`src/rtl/loc_arb_pkg.sv`:
```
package loc_arb_pkg;
  localparam int          ACC_W   = 8;
  localparam int          B_REQ   = 1;
  localparam int          B_PEND  = 2;
  localparam int          B_SEIZE = 3;
  localparam int          B_BS    = 4;
  localparam int          B_ACT   = 5;
  localparam int          B_VALID = 7;
  localparam logic [7:0]  NO_LOC  = 8'hFF;
endpackage

```
`src/rtl/loc_arb_pick.sv`:
```
module loc_arb_pick #(
  parameter int NUM_LOC = 5
) (
  input  logic [NUM_LOC-1:0] vec,
  output logic               found,
  output logic [7:0]         idx
);
  import loc_arb_pkg::*;
  always_comb begin
    found = 1'b0;
    idx   = NO_LOC;
    for (int i = 0; i < NUM_LOC; i++) begin
      if (vec[i]) begin
        found = 1'b1;
        idx   = 8'(i);
      end
    end
  end
endmodule

```
`src/rtl/loc_arb_rdmux.sv`:
```
module loc_arb_rdmux #(
  parameter int NUM_LOC = 5
) (
  input  logic [7:0]         rd_loc,
  input  logic [7:0]         active_q,
  input  logic [NUM_LOC-1:0] req_q,
  input  logic [NUM_LOC-1:0] bs_q,
  output logic [7:0]         rd_data
);
  import loc_arb_pkg::*;
  localparam logic [7:0] NUM_L8 = 8'(NUM_LOC);
  always_comb begin
    rd_data = 8'hFF;
    if (rd_loc < NUM_L8) begin
      rd_data          = '0;
      rd_data[B_VALID] = 1'b1;
      rd_data[B_ACT]   = (active_q == rd_loc);
      for (int j = 0; j < NUM_LOC; j++) begin
        if (8'(j) == rd_loc) begin
          rd_data[B_REQ] = req_q[j];
          rd_data[B_BS]  = bs_q[j];
        end else if (req_q[j]) begin
          rd_data[B_PEND] = 1'b1;
        end
      end
    end
  end
endmodule

```
`src/rtl/loc_arb_ctrl.sv`:
```
module loc_arb_ctrl #(
  parameter int NUM_LOC    = 5,
  parameter int LOCKED_LOC = 4
) (
  input  logic               clk,
  input  logic               rst_n,
  input  logic               wr_en,
  input  logic [7:0]         wr_loc,
  input  logic               d_req_in,
  input  logic               d_seize,
  input  logic               d_bs,
  input  logic               d_act_in,
  input  logic               abort_done,
  input  logic [NUM_LOC-1:0] irq_en,
  input  logic               hi_found,
  input  logic [7:0]         hi_idx,
  output logic [7:0]         active_q,
  output logic [NUM_LOC-1:0] req_q,
  output logic [NUM_LOC-1:0] bs_q,
  output logic               abort_req,
  output logic [7:0]         abort_from,
  output logic [7:0]         abort_to,
  output logic               loc_chg_irq
);
  import loc_arb_pkg::*;
  localparam logic [7:0] NUM_L8 = 8'(NUM_LOC);
  localparam logic [7:0] LCK_L8 = 8'(LOCKED_LOC);

  logic [NUM_LOC-1:0] seize_q, req_d, seize_d, bs_d;
  logic [7:0]         act_d, next_q, next_d, ab_from_d, ab_to_d, sw_to;
  logic               pend_q, pend_d, ab_go, sw_go, irq_d;
  logic               own_seize, hi_seize, change, to_valid, is_sz;

  wire wr_ok     = wr_en && (wr_loc < NUM_L8) && (wr_loc != LCK_L8);
  wire act_valid = active_q < NUM_L8;
  wire is_owner  = act_valid && (active_q == wr_loc);
  wire d_req     = d_req_in & ~d_seize;
  wire d_act     = d_act_in & ~d_seize;

  always_comb begin
    req_d = req_q;  seize_d = seize_q;  bs_d = bs_q;  act_d = active_q;
    pend_d = pend_q;  next_d = next_q;
    ab_go = 1'b0;  ab_from_d = '0;  ab_to_d = '0;
    sw_go = 1'b0;  sw_to = NO_LOC;  irq_d = 1'b0;
    own_seize = 1'b0;  hi_seize = 1'b0;
    change = 1'b0;  to_valid = 1'b0;  is_sz = 1'b0;
    if (abort_done && pend_q) begin
      sw_go  = 1'b1;
      sw_to  = next_q;
      pend_d = 1'b0;
    end else if (wr_ok) begin
      if (d_act) begin
        if (is_owner) begin
          if (hi_found) begin
            ab_go = 1'b1;  ab_from_d = wr_loc;  ab_to_d = hi_idx;
          end else begin
            sw_go = 1'b1;  sw_to = NO_LOC;
          end
        end else begin
          for (int j = 0; j < NUM_LOC; j++)
            if (8'(j) == wr_loc) req_d[j] = 1'b0;
        end
      end
      if (d_bs) begin
        for (int j = 0; j < NUM_LOC; j++)
          if (8'(j) == wr_loc) bs_d[j] = 1'b0;
      end
      if (d_seize) begin
        for (int j = 0; j < NUM_LOC; j++) begin
          if (8'(j) == wr_loc) own_seize = seize_q[j];
          if (8'(j) > wr_loc && seize_q[j]) hi_seize = 1'b1;
        end
        if ((!act_valid || wr_loc > active_q) && !own_seize && !hi_seize) begin
          for (int j = 0; j < NUM_LOC; j++) begin
            if (8'(j) < wr_loc)       seize_d[j] = 1'b0;
            else if (8'(j) == wr_loc) seize_d[j] = 1'b1;
          end
          ab_go = 1'b1;  ab_from_d = active_q;  ab_to_d = wr_loc;
        end
      end
      if (d_req && !is_owner) begin
        if (act_valid) begin
          for (int j = 0; j < NUM_LOC; j++)
            if (8'(j) == wr_loc) req_d[j] = 1'b1;
        end else begin
          sw_go = 1'b1;  sw_to = wr_loc;
        end
      end
      if (ab_go) begin
        pend_d = 1'b1;  next_d = ab_to_d;  sw_go = 1'b0;
      end
    end
    if (sw_go) begin
      change   = (active_q != sw_to);
      to_valid = (sw_to < NUM_L8);
      for (int j = 0; j < NUM_LOC; j++)
        if (8'(j) == sw_to) is_sz = seize_d[j];
      if (change && act_valid) begin
        for (int j = 0; j < NUM_LOC; j++) begin
          if (8'(j) == active_q) begin
            if (to_valid && is_sz) bs_d[j]  = 1'b1;
            else                   req_d[j] = 1'b0;
          end
        end
      end
      act_d = sw_to;
      for (int j = 0; j < NUM_LOC; j++) begin
        if (8'(j) == sw_to) begin
          req_d[j]   = 1'b0;
          seize_d[j] = 1'b0;
          irq_d      = change && irq_en[j];
        end
      end
    end
  end

  always_ff @(posedge clk or negedge rst_n) begin
    if (!rst_n) begin
      active_q    <= NO_LOC;
      req_q       <= '0;
      seize_q     <= '0;
      bs_q        <= '0;
      pend_q      <= 1'b0;
      next_q      <= NO_LOC;
      abort_req   <= 1'b0;
      abort_from  <= NO_LOC;
      abort_to    <= NO_LOC;
      loc_chg_irq <= 1'b0;
    end else begin
      active_q    <= act_d;
      req_q       <= req_d;
      seize_q     <= seize_d;
      bs_q        <= bs_d;
      pend_q      <= pend_d;
      next_q      <= next_d;
      abort_req   <= ab_go;
      loc_chg_irq <= irq_d;
      if (ab_go) begin
        abort_from <= ab_from_d;
        abort_to   <= ab_to_d;
      end
    end
  end
endmodule

```
`src/rtl/locality_arbiter.sv`:
```
module locality_arbiter #(
  parameter int NUM_LOC    = 5,
  parameter int LOC_W      = 3,
  parameter int LOCKED_LOC = 4
) (
  input  logic               clk,
  input  logic               rst_n,
  input  logic               wr_en,
  input  logic [LOC_W-1:0]   wr_addr,
  input  logic [7:0]         wr_data,
  input  logic [LOC_W-1:0]   rd_addr,
  output logic [7:0]         rd_data,
  input  logic [NUM_LOC-1:0] irq_en,
  input  logic               abort_done,
  output logic               abort_req,
  output logic [7:0]         abort_from,
  output logic [7:0]         abort_to,
  output logic [7:0]         active_loc,
  output logic               loc_chg_irq
);
  import loc_arb_pkg::*;
  localparam int PAD_W = 8 - LOC_W;

  logic               rst_meta, rst_sync;
  logic [NUM_LOC-1:0] req_q, bs_q;
  logic               hi_found;
  logic [7:0]         hi_idx;

  wire [7:0] wr_loc = {{PAD_W{1'b0}}, wr_addr};
  wire [7:0] rd_loc = {{PAD_W{1'b0}}, rd_addr};
  wire unused_data_bits = ^{wr_data[7:6], wr_data[2], wr_data[0]};

  always_ff @(posedge clk or negedge rst_n) begin
    if (!rst_n) begin
      rst_meta <= 1'b0;
      rst_sync <= 1'b0;
    end else begin
      rst_meta <= 1'b1;
      rst_sync <= rst_meta;
    end
  end

  loc_arb_pick #(.NUM_LOC(NUM_LOC)) u_pick (
    .vec(req_q), .found(hi_found), .idx(hi_idx)
  );

  loc_arb_ctrl #(.NUM_LOC(NUM_LOC), .LOCKED_LOC(LOCKED_LOC)) u_ctrl (
    .clk(clk), .rst_n(rst_sync), .wr_en(wr_en), .wr_loc(wr_loc),
    .d_req_in(wr_data[B_REQ]), .d_seize(wr_data[B_SEIZE]),
    .d_bs(wr_data[B_BS]), .d_act_in(wr_data[B_ACT]),
    .abort_done(abort_done), .irq_en(irq_en),
    .hi_found(hi_found), .hi_idx(hi_idx),
    .active_q(active_loc), .req_q(req_q), .bs_q(bs_q),
    .abort_req(abort_req), .abort_from(abort_from), .abort_to(abort_to),
    .loc_chg_irq(loc_chg_irq)
  );

  loc_arb_rdmux #(.NUM_LOC(NUM_LOC)) u_rd (
    .rd_loc(rd_loc), .active_q(active_loc), .req_q(req_q), .bs_q(bs_q),
    .rd_data(rd_data)
  );
endmodule

```
`config.mk`:
```
export PLATFORM = sky130hd
export DESIGN_NAME = locality_arbiter
export DESIGN_NICKNAME = d
export VERILOG_FILES = /design/src/rtl/loc_arb_pkg.sv /design/src/rtl/loc_arb_pick.sv /design/src/rtl/loc_arb_rdmux.sv /design/src/rtl/loc_arb_ctrl.sv /design/src/rtl/locality_arbiter.sv
export SDC_FILE = /design/constraint.sdc
export NUM_CORES = 1
export LEC_CHECK = 0
export BUFFER_PORTS_ARGS = -buffer_cell sky130_fd_sc_hd__buf_2
export CAP_MARGIN = 0
export CORE_UTILIZATION = 48
export CTS_CLUSTER_SIZE = 28
export DETAILED_ROUTE_END_ITERATION = 8
export GPL_TIMING_DRIVEN = 0
export PLACE_DENSITY_LB_ADDON = 0.05
export SLEW_MARGIN = 15
export SYNTH_ARGS = -nofsm -noshare
export SYNTH_HDL_FRONTEND = slang
export SYNTH_SLANG_ARGS = --single-unit
```
`constraint.sdc`:
```
create_clock -name clk -period 1.4 [get_ports clk]
set_input_delay 0.28 -clock clk [delete_from_list [all_inputs] [get_ports clk]]
set_output_delay 0.28 -clock clk [all_outputs]
set_load 0.005 [all_outputs]
```
==> results of run 1 <==
## metal layers
layer / up-vias / track usage [%]
met4: 0 / 11.98
li1: 1176 / -
met5: - / 0
met1: 1203 / 41.31
met2: 153 / 49.69
met3: 28 / 4.861
## layout make-up
type,instances,area [sq um]
multi-input combinational,194,1560
fill,343,1155
sequential,35,895.9
timing repair buffer,94,666.9
buffer,25,181.4
tap,67,83.83
clock buffer,6,72.57
clock inverter,2,60.06
inverter,10,47.55
## registers in the layout (all words and copies together), names as in the netlist
register / flops
u_ctrl.next_q: 3
u_ctrl.seize_q: 5
u_ctrl.abort_req: 1
rst_meta: 1
u_ctrl.req_q: 5
u_ctrl.bs_q: 5
u_ctrl.pend_q: 1
u_ctrl.loc_chg_irq: 1
u_ctrl.active_q: 4
rst_sync: 1
u_ctrl.abort_from: 4
u_ctrl.abort_to: 4
## power breakdown
group / total, mW / switching, mW / leakage, nW / internal [mW]
Combinational: 3.57 / 1.73 / 1.03 / 1.84
Clock: 1.08 / 0.367 / 0.0654 / 0.712
Sequential: 1.84 / 0.377 / 0.426 / 1.46
## layout by cell type (no fill, tap or decap), types with 3 or more instances in the layout
master,synthesis,layout
a21oi_2,1,3
o21ai_2,2,6
buf_4,17,51
nor4b_1,5,3
nor2_1,16,15
a31oi_1,8,6
nand3_1,13,11
nor3_1,6,5
o21ai_1,3,8
a21oi_1,9,5
o21a_1,10,9
nand2_1,23,23
buf_6,2,13
buf_2,2,50
mux2i_1,4,4
inv_1,9,7
xor2_1,3,3
o21ai_0,26,15
clkbuf_8,0,5
dfrtp_1,20,19
dfstp_2,15,15
xnor2_1,4,4
o32ai_4,0,3
a41oi_2,0,3
nand4_1,4,4
and2_1,4,3
## synth_stat cells, types with 5 or more instances
cell type and instances:
nand2_1 23, o21a_1 10, a31oi_1 8, nor4b_1 5
inv_1 9, dfrtp_1 20, dfstp_2 15, nor3_1 6
nor2_1 16, o21ai_0 26, a21oi_1 9, buf_4 17
nand3_1 13
## per-stage QoR
stage,util (%),cells
3_5_place_dp,58.49,383
6_report,75.55,433
5_1_grt,75.55,433
3_3_place_gp,58.46,383
4_1_cts,73.17,427
2_1_floorplan,-,266
## worst max-delay path: cells and delay by family (launching register included)
| kind | cells | cell delay (ns) |
|---|---|---|
| buffers and inverters | 3 | 0.35 |
| AO/OA/AOI/OAI | 6 | 1.00 |
| adder cells (fa/ha/maj) | 1 | 0.28 |
| AND/OR/NAND/NOR | 1 | 0.20 |
| flip-flops | 1 | 0.61 |
## worst min path at each step
stage | cells after the start | startpoint | to | slack [ns]
after floorplan | 0 | rst_n | rst_meta$_DFF_PN0_ | -0.02
after global placement | 1 | rst_n | rst_sync$_DFF_PN0_ | 0.07
after detailed placement | 1 | rst_n | rst_meta$_DFF_PN0_ | 0.07
after CTS | 2 | abort_done | u_ctrl.pend_q$_DFFE_PN0P_ | 0.19
after global routing | 2 | abort_done | u_ctrl.pend_q$_DFFE_PN0P_ | 0.24
final | 2 | abort_done | u_ctrl.pend_q$_DFFE_PN0P_ | 0.23
## logic make-up after synthesis
kind of cell / after synthesis / share of synthesized area [%]
AO/OA/AOI/OAI: 92 / 27.82
AND/OR/NAND/NOR: 86 / 18.72
buffers and inverters: 37 / 9.361
flip-flops: 35 / 38.03
XOR/XNOR: 7 / 2.606
multiplexers: 4 / 1.702
adder cells (fa/ha/maj): 3 / 1.596
other: 1 / 0.1594
## what timing repair did
item | 4_1_cts | 5_1_grt
setup buffers | 34 | 12
pin swaps | 20 | 18
setup endpoints to repair | 46 | 49
endpoints found under the hold margin | 2 | 0
gates cloned | 1 | 0
hold buffers | 1 | 0
gates resized for setup | 57 | 27
==> impl_metrics.json, run 1 <==
{
  "ctsHtreeMaxLevel": 2,
  "gr-total-overflow": 0,
  "status": "complete, but fails checks",
  "maxSlewViolCount": 0,
  "routed.top_layer": "met4",
  "cts.sinks": 35,
  "ir_worst_vdd_mv": 0.8497,
  "tritoncts": "built",
  "power.density_mw_per_mm2": 1818,
  "wl_per_cell_um": 17.75,
  "critPathMaxFanout": 5,
  "die-area_sq_mm": 0.005185,
  "area_growth_pct": 51.70,
  "drv_cap": 0,
  "rsz0062_at_grt": "yes",
  "yosysWarnings": 0,
  "synth_top_area_share_pct": 21.28,
  "reg2reg_from": "u_ctrl.active_q[2]$_DFFE_PN1N_",
  "netlist_instances": 265,
  "die_w_um": 72.01,
  "insertion_delay_ns": 0.29,
  "hpwl_mm": 4.747,
  "p_leak_nw": 1.521,
  "antenna_cells": 0,
  "ys_ff_latch": 35,
  "fin_crit_ns": 2.567,
  "dp_slack_ns": -1.473,
  "drt.antenna.violating_nets": 0,
  "crit_required_ns": 1.57,
  "async_flop_share_pct": 100.0,
  "max-slew-margin-rel_pct": 51.67,
  "io_pins": 57,
  "min_path_type": "in2reg",
  "synthTopCellsByArea": "dfrtp_1, dfstp_2, o21ai_0",
  "cts_made_buffers": 5,
  "cp-startpoint": "u_ctrl.active_q[2]$_DFFE_PN1N_",
  "criticalPathCategory": "reg2reg",
  "setup.worst_path.end": "u_ctrl.bs_q[3]$_DFF_PN0_",
  "port_buffers": 50,
  "crit_chain": "inv_8 > ha_4 > and3_4 > a21oi_4 > o21a_1 > o21a_1 > a31o_4 > a311oi_4 > buf_4 > buf_16 > o21ai_2",
  "worstPathArrival_ns": 2.74,
  "synth_edf_count": 0,
  "failed_checks": "setup timing",
  "power.total_mw": 6.489,
  "setup_tns_ns": -32.21,
  "grt_pass1_wl_mm": 12.05,
  "cp_slowest_stage_delay_ns": 0.61,
  "rows": 25,
  "wl_met1_mm": 3.227,
  "drive_above_1_share_pct": 51.64,
  "viasPerCell": 5.912,
  "start_util_pct": 49.80,
  "fin_hold_ws_ns": 0.2297,
  "core_area_sq_mm": 0.004723,
  "max_freq_ghz": 0.3896,
  "fin_nets": 391,
  "synth.avg_cell_area_sq_um": 8.876,
  "finalWirelength_mm": 7.684,
  "cts-root-buf": "clkbuf_8",
  "place_area_sq_mm": 0.002763,
  "met3_length_um": 550,
  "start_kind": "flip-flop",
  "finClkSkew_ns": 0.004883,
  "wl_met2_mm": 3.682,
  "reg2reg_slack_ns": -1.17,
  "ys_dominant_reg_cell": "dfrtp_1",
  "gp_congestion": 0.9440,
  "clkSlewWorstSetupHoldPaths_ns": 0.07,
  "grt_use_total_pct": 30.62,
  "postLayoutCellArea_sq_mm": 0.003568,
  "clk_path_buf_depth": 2,
  "antenna_found_initial": 0,
  "yosysSeqAreaShare_pct": 38.03,
  "drc": 0,
  "vias": 2560,
  "reg2reg_to": "u_ctrl.bs_q[3]$_DFF_PN0_",
  "yosys.area.top_type": "dfrtp_1",
  "grt_max_degree": 34,
  "cp-end-kind": "flip-flop",
  "grt_pass1_vias": 2395,
  "finalSetupViolations": 46,
  "synth.distinct_cells": 60,
  "synth_area_sq_mm": 0.002352,
  "hold_violations": 0,
  "drtIter0Drc": 265,
  "fin_crit_sh_pct": 183.3,
  "dr.pass1.iters": 5,
  "worst_r2r_path_depth": 11,
  "fp.dieH_um": 72.01,
  "path_common_cell": "o21a_1",
  "fin_ws_ns": -1.167,
  "cpMaxStageDelayCell": "dfstp_2",
  "worst_pin_slew_ns": 0.7222
}
(Power assumes the default switching activity.)
==> run 2: changes to the inputs <==
--- a/config.mk
+++ b/config.mk
@@ -5,9 +5,10 @@
 export SDC_FILE = /design/constraint.sdc
 export NUM_CORES = 1
 export LEC_CHECK = 0
+export ABC_AREA = 1
 export BUFFER_PORTS_ARGS = -buffer_cell sky130_fd_sc_hd__buf_2
 export CAP_MARGIN = 0
-export CORE_UTILIZATION = 48
+export CORE_UTILIZATION = 49
 export CTS_CLUSTER_SIZE = 28
 export DETAILED_ROUTE_END_ITERATION = 8
 export GPL_TIMING_DRIVEN = 0
==> run 2 against run 1 <==
Net effect:
- the run still ends with setup timing left
- clock power decreased by 31%
- global-route usage decreased by 2.7 points
- non-clock buffer count decreased by 8
- total power decreased by 5.0%
- clock skew increased by 0.0018 ns
- register-to-register slack improved by 0.25 ns
- sequential share of layout area increased by 0.34 points
- combinational power about the same
- critical path depth increased by 1
- critical path type unchanged
- largest cell class unchanged
- largest power group unchanged
==> impl_metrics.json, run 2 <==
{
  "tritoncts": "built",
  "criticalPathCategory": "reg2reg",
  "crit_chain": "buf_4 > o21ai_2 > nand2_2 > nand4_1 > o21ai_4 > nand4_1 > inv_2 > nand3_2 > nand2_2 > nand3_4 > nand2_4 > a21oi_2",
  "rows": 25,
  "gp_congestion": 0.8499,
  "hp-start": "irq_en[3]",
  "clkSlewWorstSetupHoldPaths_ns": 0.07,
  "worstPathArrival_ns": 2.49,
  "wl_per_cell_um": 14.73,
  "yosys.area_share.simple_pct": 34.09,
  "hpwl_mm": 4.889,
  "cts.sinks": 35,
  "hold_end": "u_ctrl.loc_chg_irq$_DFF_PN0_",
  "synthMostInstantiatedCell": "nand2_1",
  "start_kind": "flip-flop",
  "viasPerCell": 5.265,
  "drtIter0Drc": 147,
  "worst_r2r_path_depth": 12,
  "antenna_found_initial": 0,
  "finalSetupViolations": 43,
  "fin_crit_sh_pct": 165.3,
  "port_buffers": 50,
  "mostFrequentLayoutCells": "nand2_1, buf_2, buf_4, nor2_1, inv_1",
  "ys_ff_latch": 35,
  "io_pins": 57,
  "antenna_cells": 0,
  "synthTopCellsByArea": "dfrtp_1, dfstp_2, nand2_1",
  "setup_tns_ns": -25.83,
  "finClkSkew_ns": 0.006649,
  "grt_pass1_vias": 2396,
  "finalWirelength_mm": 7.275,
  "gr-total-overflow": 0,
  "start_util_pct": 51.74,
  "synth_edf_count": 0,
  "fin_nets": 452,
  "grt_use_total_pct": 27.93,
  "fillCellCount": 404,
  "crit_required_ns": 1.57,
  "core_area_sq_mm": 0.004817,
  "worst_pin_slew_ns": 0.7331,
  "fp.dieH_um": 73.32,
  "fin_crit_ns": 2.314,
  "synthAdderAreaFrac_pct": 1.506,
  "path_buf_inv": 2,
  "reg2reg_slack_ns": -0.91,
  "drt.antenna.violating_nets": 0,
  "largestRegisters": "u_ctrl.bs_q x5, u_ctrl.req_q x5, u_ctrl.seize_q x5",
  "max_freq_ghz": 0.4322,
  "ir_worst_vdd_mv": 0.8473,
  "cpMaxStageDelayCell": "dfstp_2",
  "async_flop_share_pct": 100.0,
  "dp_slack_ns": -0.9163,
  "ys_dominant_reg_cell": "dfrtp_1",
  "yosysWarnings": 0,
  "critPathMaxFanout": 6,
  "drc": 0,
  "cp-startpoint": "u_ctrl.active_q[1]$_DFFE_PN1N_",
  "max-slew-margin-rel_pct": 51.12,
  "reg2reg_to": "u_ctrl.req_q[0]$_DFF_PN0_",
  "grt_pass1_wl_mm": 11.21,
  "p_leak_nw": 1.714,
  "power.total_mw": 6.166,
  "drv_cap": 0,
  "synth.avg_cell_area_sq_um": 7.599,
  "path_delay_family": "simple AND/OR/NAND/NOR gates",
  "synth_top_area_share_pct": 20.08,
  "yosysSeqAreaShare_pct": 35.89,
  "synthMuxAreaShare_pct": 0,
  "netlist_instances": 328,
  "insertion_delay_ns": 0.30,
  "failed_checks": "setup timing",
  "vias": 2601,
  "synth_xor_area_share_pct": 1.406,
  "rsz0062_at_grt": "yes",
  "reg2reg_from": "u_ctrl.active_q[1]$_DFFE_PN1N_",
  "area_growth_pct": 41.47,
  "hold_path_depth": 3,
  "maxSlewViolCount": 0,
  "ctsHtreeMaxLevel": 2,
  "synth_top_family_by_area": "simple AND/OR/NAND/NOR gates",
  "synthTopCellsByCount": "nand2_1, nor2_1, inv_1, nand3_1, dfrtp_1",
  "synth_compound_area_share_pct": 14.91,
  "hold_violations": 0,
  "cts-root-buf": "clkbuf_8",
  "synth.distinct_cells": 42,
  "cp-end-kind": "flip-flop",
  "die_w_um": 73.32,
  "yosys.area.top_type": "dfrtp_1",
  "status": "complete, but fails checks",
  "die-area_sq_mm": 0.005376,
  "power.density_mw_per_mm2": 1749,
  "cp_slowest_stage_delay_ns": 0.57,
  "drive_above_1_share_pct": 50.82,
  "cts_made_buffers": 5,
  "min_path_type": "in2reg",
  "clk_path_buf_depth": 2,
  "synth_area_sq_mm": 0.002492,
  "final_common_cell": "nand2_1",
  "fin_ws_ns": -0.9136,
  "dr.pass1.iters": 4,
  "grt_max_degree": 34
}
run 2: cell type report:
type | count | area, sq um | share of cell area (%)
Clock inverter | 2 | 12.51 | 0.3549
Inverter | 42 | 167.7 | 4.755
Multi-Input combinational cell | 231 | 1498 | 42.48
Sequential cell | 35 | 897.1 | 25.44
Tap cell | 67 | 83.83 | 2.378
Timing Repair Buffer | 90 | 620.6 | 17.60
Buffer | 21 | 173.9 | 4.933
Clock buffer | 6 | 72.57 | 2.058
run 2: metrics by stage:
stage               hold slack [ns]  instance area [sq um]  instances  util (%)
CTS                          0.2423                   3304        485     68.60
finish                       0.2380                   3526        494     73.19
global placement            0.06593                   2893        446     60.05
floorplan                  -0.01559                   2559        329         -
global route                 0.2475                   3526        494     73.19
detailed placement          0.07163                   2894        446     60.08
run 2: routing by layer:
| metal | track usage (%) | vias up | part of all wire [%] |
|---|---|---|---|
| met1 | 35.71 | 1239 | 43 |
| met4 | 9.402 | 0 | 2.1 |
| met3 | 4.801 | 16 | 4.2 |
| met5 | 0 | - | 0 |
| li1 | - | 1266 | - |
| met2 | 47.84 | 80 | 51 |
run 2: how the worst max path moves through the flow:
stage / endpoint / slack, ns / cells past startpoint
after global placement: u_ctrl.req_q[3]$_DFF_PN0_ / -0.87 / 13
after detailed placement: u_ctrl.req_q[0]$_DFF_PN0_ / -0.92 / 13
after global routing: u_ctrl.req_q[0]$_DFF_PN0_ / -1.03 / 12
after CTS: u_ctrl.req_q[0]$_DFF_PN0_ / -0.81 / 15
final: u_ctrl.req_q[0]$_DFF_PN0_ / -0.91 / 12
after floorplan: u_ctrl.req_q[0]$_DFF_PN0_ / -0.68 / 13
run 2: cell families after synthesis:
kind of cell | after synthesis
XOR/XNOR | 4
buffers and inverters | 63
AO/OA/AOI/OAI | 54
AND/OR/NAND/NOR | 168
flip-flops | 35
adder cells (fa/ha/maj) | 3
other | 1
run 2: timing repair:
action | 4_1_cts | 5_1_grt
gates resized for setup | 28 | 45
setup buffers | 30 | 12
gates cloned | 1 | 0
setup endpoints to repair | 49 | 50
pin swaps | 18 | 27
endpoints found under the hold margin | 2 | 0
hold buffers | 1 | 0
run 2: where the power goes:
| part | internal (mW) | switching, mW | total, mW |
|---|---|---|---|
| registers | 1.47 | 0.372 | 1.84 |
| logic | 1.81 | 1.77 | 3.58 |
| clock network | 0.348 | 0.396 | 0.744 |
run 2: tightest hold or removal path, stage by stage:
cell and delay [ns]:
buf_2 0.08, a211oi_2 0.05, nor2_1 0.08
